**src/rtl/scoredisp_pkg.sv**
```systemverilog
package scoredisp_pkg;
    typedef enum logic [1:0] {
        GRP_NONE = 2'd0,
        GRP_P12  = 2'd1,
        GRP_P34  = 2'd2,
        GRP_CRED = 2'd3
    } grp_e;

    typedef enum logic {
        ST_IDLE = 1'b0,
        ST_SHOW = 1'b1
    } st_e;

    localparam int SEG7_W = 7;

    // group field is one-hot; anything else selects no group
    function automatic grp_e group_of(input logic [2:0] sel);
        unique case (sel)
            3'b001:  return GRP_P12;
            3'b010:  return GRP_P34;
            3'b100:  return GRP_CRED;
            default: return GRP_NONE;
        endcase
    endfunction
endpackage

```
**src/rtl/seg_rom.sv**
```systemverilog
module seg_rom
    import scoredisp_pkg::*;
#(
    parameter int CODE_W = 4
) (
    input  logic [CODE_W-1:0] code,
    output logic [SEG7_W-1:0] pat
);
    always_comb begin
        unique case (code[3:0])
            4'h0: pat = 7'h3F;
            4'h1: pat = 7'h06;
            4'h2: pat = 7'h5B;
            4'h3: pat = 7'h4F;
            4'h4: pat = 7'h66;
            4'h5: pat = 7'h6D;
            4'h6: pat = 7'h7C;
            4'h7: pat = 7'h07;
            4'h8: pat = 7'h7F;
            4'h9: pat = 7'h67;
            4'hA: pat = 7'h58;
            4'hB: pat = 7'h4C;
            4'hC: pat = 7'h62;
            4'hD: pat = 7'h69;
            4'hE: pat = 7'h78;
            default: pat = 7'h00;
        endcase
    end
endmodule

```
**src/rtl/seg_format.sv**
```systemverilog
module seg_format
    import scoredisp_pkg::*;
#(
    parameter int CODE_W = 4,
    parameter int SEG_W  = 10
) (
    input  grp_e             grp,
    input  logic [7:0]       dig,
    output logic [SEG_W-1:0] seg
);
    localparam int PASS_W = SEG7_W - 1;

    logic              one_n;
    logic [CODE_W-1:0] code_sel;
    logic [SEG7_W-1:0] pat;
    logic [7:0]        pat8;
    logic [SEG_W-1:0]  wide;
    logic [SEG_W-1:0]  narrow;

    assign one_n = dig[7];

    // credits group swaps in code 1 when the centre-one bit is low
    assign code_sel = (grp == GRP_CRED && !one_n) ? CODE_W'(1) : dig[CODE_W-1:0];

    seg_rom #(.CODE_W(CODE_W)) u_rom (
        .code (code_sel),
        .pat  (pat)
    );

    assign pat8 = {1'b0, pat};

    genvar gi;
    generate
        for (gi = 0; gi < PASS_W; gi++) begin : g_pass
            assign wide[gi] = pat8[gi];
        end
    endgenerate

    // middle stroke doubled, top pair carries bit 7 or the centre one
    assign wide[PASS_W]   = pat8[PASS_W];
    assign wide[PASS_W+1] = pat8[PASS_W];
    assign wide[SEG_W-2]  = pat8[7] | ~one_n;
    assign wide[SEG_W-1]  = pat8[7] | ~one_n;

    assign narrow = SEG_W'(pat);

    always_comb begin
        unique case (grp)
            GRP_P12, GRP_P34: seg = wide;
            default:          seg = narrow;
        endcase
    end
endmodule

```
**src/rtl/digit_addr.sv**
```systemverilog
module digit_addr
    import scoredisp_pkg::*;
#(
    parameter int CODE_W  = 4,
    parameter int STRIDE  = 20,
    parameter int INDEX_W = 6
) (
    input  grp_e               grp,
    input  logic [CODE_W-1:0]  digit,
    output logic [INDEX_W-1:0] index
);
    logic [INDEX_W-1:0] base;

    always_comb begin
        unique case (grp)
            GRP_P34:  base = INDEX_W'(STRIDE);
            GRP_CRED: base = INDEX_W'(2 * STRIDE);
            default:  base = '0;
        endcase
    end

    assign index = base + INDEX_W'(digit);
endmodule

```
**src/rtl/scoredisp_decoder.sv**
```systemverilog
module scoredisp_decoder
    import scoredisp_pkg::*;
#(
    parameter int CODE_W  = 4,
    parameter int SEG_W   = 10,
    parameter int STRIDE  = 20,
    parameter int INDEX_W = $clog2(2 * STRIDE + (1 << CODE_W))
) (
    input  logic               clk,
    input  logic               rst_n,
    input  logic               dig_we,
    input  logic [7:0]         dig_byte,
    input  logic               ctl_we,
    input  logic [7:0]         ctl_byte,
    output logic               upd_valid,
    output logic [INDEX_W-1:0] upd_index,
    output logic [SEG_W-1:0]   upd_seg
);
    localparam int MAX_INDEX = 2 * STRIDE + (1 << CODE_W) - 1;

    st_e                state_q, state_d;
    logic [7:0]         dig_q;
    grp_e               grp;
    logic               accept;
    logic [SEG_W-1:0]   seg_c;
    logic [INDEX_W-1:0] idx_c;

    always_ff @(posedge clk or negedge rst_n) begin
        if (!rst_n)      dig_q <= '0;
        else if (dig_we) dig_q <= dig_byte;
    end

    assign grp    = group_of(ctl_byte[6:4]);
    assign accept = ctl_we && (grp != GRP_NONE);

    seg_format #(.CODE_W(CODE_W), .SEG_W(SEG_W)) u_fmt (
        .grp (grp),
        .dig (dig_q),
        .seg (seg_c)
    );

    digit_addr #(.CODE_W(CODE_W), .STRIDE(STRIDE), .INDEX_W(INDEX_W)) u_addr (
        .grp   (grp),
        .digit (ctl_byte[CODE_W-1:0]),
        .index (idx_c)
    );

    // next state: GO_SHOW, STAY_SHOW, GO_IDLE
    always_comb begin
        state_d = state_q;
        unique case (state_q)
            ST_IDLE: if (accept)  state_d = ST_SHOW;
            ST_SHOW: if (!accept) state_d = ST_IDLE;
            default:              state_d = ST_IDLE;
        endcase
    end

    always_ff @(posedge clk or negedge rst_n) begin
        if (!rst_n) state_q <= ST_IDLE;
        else        state_q <= state_d;
    end

    always_ff @(posedge clk or negedge rst_n) begin
        if (!rst_n) begin
            upd_index <= '0;
            upd_seg   <= '0;
        end else if (accept) begin
            upd_index <= idx_c;
            upd_seg   <= seg_c;
        end
    end

    assign upd_valid = (state_q == ST_SHOW);

    // accepted write yields a pulse on the next cycle
    p_latency_r9: assert property (@(posedge clk) disable iff (!rst_n)
        (ctl_we && (ctl_byte[6:4] == 3'b001 || ctl_byte[6:4] == 3'b010 ||
                    ctl_byte[6:4] == 3'b100)) |=> upd_valid);

    // no accepted write, no pulse
    p_ignore_r4: assert property (@(posedge clk) disable iff (!rst_n)
        !(ctl_we && (ctl_byte[6:4] == 3'b001 || ctl_byte[6:4] == 3'b010 ||
                     ctl_byte[6:4] == 3'b100)) |=> !upd_valid);

    // index stays inside the addressed range
    p_index_range_r5: assert property (@(posedge clk) disable iff (!rst_n)
        upd_valid |-> (int'(upd_index) <= MAX_INDEX));

    // player words carry the doubled middle stroke
    p_stripe_r6: assert property (@(posedge clk) disable iff (!rst_n)
        (upd_valid && int'(upd_index) < 2 * STRIDE) |-> (upd_seg[6] == upd_seg[7]));

    // credit words are never widened
    p_narrow_r8: assert property (@(posedge clk) disable iff (!rst_n)
        (upd_valid && int'(upd_index) >= 2 * STRIDE) |-> (upd_seg[SEG_W-1:7] == '0));

    // latch changes only on a digit write
    p_hold_r2: assert property (@(posedge clk) disable iff (!rst_n)
        !dig_we |=> $stable(dig_q));
endmodule

```
**config.mk**
```make
export PLATFORM = sky130hd
export DESIGN_NAME = scoredisp_decoder
export DESIGN_NICKNAME = d
export VERILOG_FILES = /design/src/rtl/scoredisp_pkg.sv /design/src/rtl/seg_rom.sv /design/src/rtl/seg_format.sv /design/src/rtl/digit_addr.sv /design/src/rtl/scoredisp_decoder.sv
export SDC_FILE = /design/constraint.sdc
export NUM_CORES = 1
export LEC_CHECK = 0
export ABC_AREA = 1
export BUFFER_PORTS_ARGS = -buffer_cell sky130_fd_sc_hd__buf_2
export CAP_MARGIN = 10
export CORE_MARGIN = 2
export CORE_UTILIZATION = 45
export DETAILED_ROUTE_END_ITERATION = 12
export PLACE_DENSITY = 0.7
export SYNTH_ARGS = -nofsm -noshare
export SYNTH_HDL_FRONTEND = slang
export SYNTH_HIERARCHICAL = 1
export SYNTH_SLANG_ARGS = --single-unit
```
**constraint.sdc**
```tcl
create_clock -name clk -period 3 [get_ports clk]
set_input_delay 0.3 -clock clk [delete_from_list [all_inputs] [get_ports clk]]
set_output_delay 0.3 -clock clk [all_outputs]
set_load 0.005 [all_outputs]
```
==> impl_results.md, run 1 <==
- Worst skew pair latency: 320 ps
- Pin count of the biggest net entering global routing: 23
- Maximum vdd drop: 637 uV
- Drt first pass iters: 4
- Clock slew at reported path FFs: 130 ps
- Hold WC Path Type: in2reg
- Slew HR: 0.667
- Antenna Nets Post-Route: 0
- Reg2reg path depth: 8
- Drt first-iter violations: 46
- Net Count, Synth: 193
- Final WS setup: 1080 ps
- Clock buffer depth: 2
- Total core area: 2760 sq um
- Boundary Pins: 37
- Max frequency: 521 MHz
- Hold Path End: dig_q[7]
- Root Buffer: clkbuf_4
- Worst Skew: between 6 and 7 ps
- Nets: about 220
- Gr ovfl total: 0
- Wire per inst: 11.7 um
- CTS tree: built
- Ys Warns: 6
- Fin Hold WS: 206 ps
- Vias per inst: 4.94
- # diodes: 0
- Minimum clock period: between 1500 and 2000 ps
- Final Routed Wirelength: around 2600 um
- Max cap viols: 0
- Drt drc: 0
- Worst slew pin tran: approximately 500 ps
- Die height: 58.0 um
- Max FO, Critical Path: 4
- Total number of vias: 1,111
- Crit. End Element: flip-flop
- Reg-to-reg endpoint: upd_seg[3]
- Antenna violations before repair: 0
- Worst hold start: dig_byte[7]
- LEAKAGE: between 0.9 and 1 nW
- RSZ-0062 raised after global routing: false
- Syn Area/Cell: approximately 8.0 sq um
- Layout Cells excl Fill: 225
- Max Slew Vio Count: 0
- Total track usage: 0.175
- Layout area overhead: 15.4%
- Port Buffers: 32
- CTS Sinks: 22
- Total CTS buffers: 3
- Worst r2r src: dig_q[7]
- H-tree Lvls: 1
- Final hold vios: 0
- Outcome: complete, no violations
- Final period util: 0.640
- Initial Utilization: 0.476
- Mapped Area: 1310 sq um
- Worst EP required: 3220 ps
- Die ar.: between 3000 and 4000 sq um
- TNS Setup: 0 ps
- Crit path launch type: input port
- Gate Count Post-Synth: 165
- Worst EP arrival: 2140 ps
- Dpl ws: 765 ps
- Post-Place Cells: 220
- Die Wd: 58.0 um
- Global-route wire length before repair: 4560 um
- WHS Path Cells: 2
- Multi-input combinational cell area: between 600 and 700 sq um
- Detailed placement HPWL: 2020 um
- Post-CTS Resized: 0
- Crit Path Category: in2reg
- Reg2Reg Setup Slack: about 1300 ps
- Reg area: between 500 and 600 sq um
- Pwr Density: 546 nW/um^2
- Fill cell count: about 260
- Fraction of layout cells with a size suffix above 1: 0.273
- Final setup vio count: 0
- Number of cell rows: 19
- Placer Congestion: 0.838
- Vias in the first global route: 1,092
-- stage by stage --
stage               total power (W)  instance area, sq um   util
floorplan                  0.000523                  1310      -
global placement           0.000594                  1450  0.527
detailed placement         0.000606                  1450  0.527
CTS                        0.000839                  1520  0.550
global route               0.000884                  1520  0.550
finish                     0.000829                  1520  0.550
-- power by group --
part	switching, W	internal (W)
Sequential	0.0000264	0.000348
Combinational	0.000129	0.0000959
Clock	0.0000944	0.000135
Total	0.000249	0.000579
-- what timing repair did --
item | 4_1_cts | 5_1_grt
hold endpoints to repair | 22 | 0
hold buffers | 1 | 0
setup buffers | 0 | 0
-- metal layers --
layer	global-route usage	up-vias	routed length, um
li1	-	562	-
met1	0.199	511	1120
met2	0.323	33	1310
met3	0.0446	5	165
met4	0.0498	0	37
met5	0	-	0
-- cell usage in the layout (no fill, tap or decap) --
cell type,count
a21oi_1,4
a22oi_2,1
buf_2,32
buf_4,1
bufinv_16,1
clkbuf_4,3
dfrtp_1,22
dlygate4sd3_1,1
fa_1,1
ha_1,7
inv_1,21
inv_2,3
mux2_2,5
nand2_1,59
nand2_2,3
nand2_4,2
nand3_1,20
nand3_2,1
nand3b_1,1
nor2_1,3
o21ai_0,2
o21ai_2,1
-- how the worst max path moves through the flow --
stage | startpoint | end | slack (ps)
after global routing | ctl_byte[5] | upd_seg[3] | 890
final | ctl_byte[6] | upd_seg[3] | 1080
after floorplan | ctl_byte[5] | upd_seg[0] | 1120
after detailed placement | ctl_byte[6] | upd_seg[3] | 760
after global placement | ctl_byte[6] | upd_seg[3] | 810
after CTS | ctl_byte[6] | upd_seg[3] | 1100
-- final cells by class --
| type | instances | area share |
|---|---|---|
| Multi-Input combinational cell | 110 | 0.400 |
| Sequential cell | 22 | 0.363 |
| Timing Repair Buffer | 34 | 0.117 |
| Inverter | 24 | 0.0594 |
| Tap cell | 31 | 0.0256 |
| Clock inverter | 1 | 0.0198 |
| Clock buffer | 3 | 0.0149 |
-- state kept, by name, indices dropped and copies added (netlist names) --
name and cells:
upd_index 6, upd_valid 1, dig_q 5, upd_seg 10
-- critical path, cell delays in order --
cell and delay [ps]:
buf_2 110, inv_2 40, nand3_1 140, nand2_1 150
ha_1 280, a21oi_1 310, inv_1 160, ha_1 310
nand2_1 100, o21ai_0 90, nand3_1 90, nand2_1 60
Note: power is estimated with default switching activity, not from simulation.
==> run 2: changes to the inputs <==
--- a/config.mk
+++ b/config.mk
@@ -11,7 +11,7 @@
 export CORE_MARGIN = 2
 export CORE_UTILIZATION = 45
 export DETAILED_ROUTE_END_ITERATION = 12
-export PLACE_DENSITY = 0.7
+export PLACE_DENSITY = 0.72
 export SYNTH_ARGS = -nofsm -noshare
 export SYNTH_HDL_FRONTEND = slang
 export SYNTH_HIERARCHICAL = 1
==> constraint.sdc (replaced) <==
create_clock -name clk -period 1.56 [get_ports clk]
set_input_delay 0.156 -clock clk [delete_from_list [all_inputs] [get_ports clk]]
set_output_delay 0.156 -clock clk [all_outputs]
set_load 0.005 [all_outputs]
==> impl_results.md, run 2 (synthesis gave the netlist of run 1 again) <==
- Outcome: complete, no violations
- Hold WC Path Type: in2reg
- Reg area: 551 sq um
- Worst EP arrival: 1700 ps
- Pin count of the biggest net entering global routing: 23
- Die Wd: 58.0 um
- Commonest non-fill, non-tap cell in the layout: nand2_1
- Post-Place Cells: 231
- Max cap viols: 0
- Pwr Density: ~1000 nW/um^2
- Crit. End Element: flip-flop
- Drt drc: 0
- Detailed placement HPWL: 2170 um
- Minimum clock period: between 1000 and 1500 ps
- # diodes: 0
- Total core area: about 2800 sq um
- Die height: 58.0 um
- Drt first pass iters: 4
- LEAKAGE: 0.980 nW
- H-tree Lvls: 1
- Max reg flops: 10
- Vias per inst: between 5 and 6
- CTS tree: built
- Gr ovfl total: 0
- Global-route wire length before repair: 4960 um
- Final hold vios: 0
- Pwr Total: 0.00166 W
- Nets: 236
- Worst slew pin tran: 488 ps
- Maximum vdd drop: 575 uV
- Crit Path Category: in2reg
- Antenna Nets Post-Route: 0
- Vias in the first global route: 1,184
- Multi-input combinational cell area: around 640 sq um
- Final period util: 0.951
- Max Slew Vio Count: 0
- Worst EP required: ~1800 ps
- Wire per inst: ~12 um
- Root Buffer: clkbuf_4
- Largest reg by FF count: upd_seg
- Total CTS buffers: 3
- Port Buffers: 32
- Layout area overhead: 25.2%
- Largest regs: upd_seg x10, upd_index x6, dig_q x5
- Final Routed Wirelength: 2930 um
- Most frequent cells in the layout: nand2_1 (56), buf_2 (32), dfrtp_1 (22)
- Clock slew at reported path FFs: 130 ps
- Max FO, Critical Path: 11
- Number of cell rows: 19
- Total track usage: 0.190
- Fraction of layout cells with a size suffix above 1: 0.372
- Slew HR: 0.675
- Die ar.: 3370 sq um
- Dpl ws: -245 ps
- Layout Cells excl Fill: 238
- Max frequency: between 600 and 700 MHz
- Final WS setup: 77.1 ps
- Clock buffer depth: 2
- Boundary Pins: 37
- CTS Sinks: 22
- Final setup vio count: 0
- Fill cell count: about 260
- Antenna violations before repair: 0
- Worst skew pair latency: 310 ps
- Placer Congestion: between 0.8 and 0.9
- Total number of vias: about 1,200
- Crit path launch type: input port
- Initial Utilization: 0.476
- Drt first-iter violations: 49
- Worst Skew: 7.69 ps
## run 2: area by class of cell
class,count,share of cell area
Timing Repair Buffer,47,0.167
Clock buffer,3,0.0137
Sequential cell,22,0.335
Inverter,24,0.0548
Clock inverter,1,0.0183
Tap cell,31,0.0236
Multi-Input combinational cell,110,0.388
## run 2: metal layers
layer	share of wire	routed length (um)	vias up	global-route usage
li1	-	-	595	-
met3	0.054	158	8	0.0268
met5	0	0	-	0
met2	0.52	1530	39	0.346
met1	0.41	1200	554	0.232
met4	0.014	40	0	0.0565
## run 2: power by group
group,switching [W],internal [W]
Combinational,0.000269,0.000225
Clock,0.000178,0.000260
Sequential,0.0000536,0.000670
## run 2: stage by stage
stage               hold slack (ps)  setup TNS, ps  instance area [sq um]  utilization
floorplan                      -140              0                   1330            -
global placement                145           -947                   1550        0.562
detailed placement              151          -1890                   1550        0.562
CTS                            60.5              0                   1610        0.585
global route                   45.9           -128                   1650        0.597
finish                         64.3              0                   1650        0.597
## run 2: final timing paths
path | cells past startpoint | end | start | slack (ps)
setup / recovery | 15 | upd_seg[5] | ctl_byte[5] | 80
min in group asynchronous | 2 | upd_seg[8] | rst_n | 320
hold reg to reg | 2 | upd_index[2] | upd_index[2] | 480
hold / removal | 2 | dig_q[3] | dig_byte[3] | 60
setup reg to reg | 10 | upd_seg[1] | dig_q[7] | 90
max in group asynchronous | 2 | upd_seg[7] | rst_n | 900
## run 2: critical path, cell delays in order
cell and delay, ps:
buf_2 100, inv_1 110, nand2_2 60, nand3_2 90, inv_2 60, ha_2 210
a21oi_1 220, buf_4 220, inv_1 80, nand2_1 80, nand2_1 60, nand2_1 50
nand2_1 40, nand3_1 80, nand2_1 60
## run 2: repair_timing
item                                    4_1_cts  5_1_grt
hold endpoints to repair                     22        0
resized for setup                             0        6
endpoints found under the setup margin        0        6
hold buffers                                  1        0
setup buffers                                 0        2
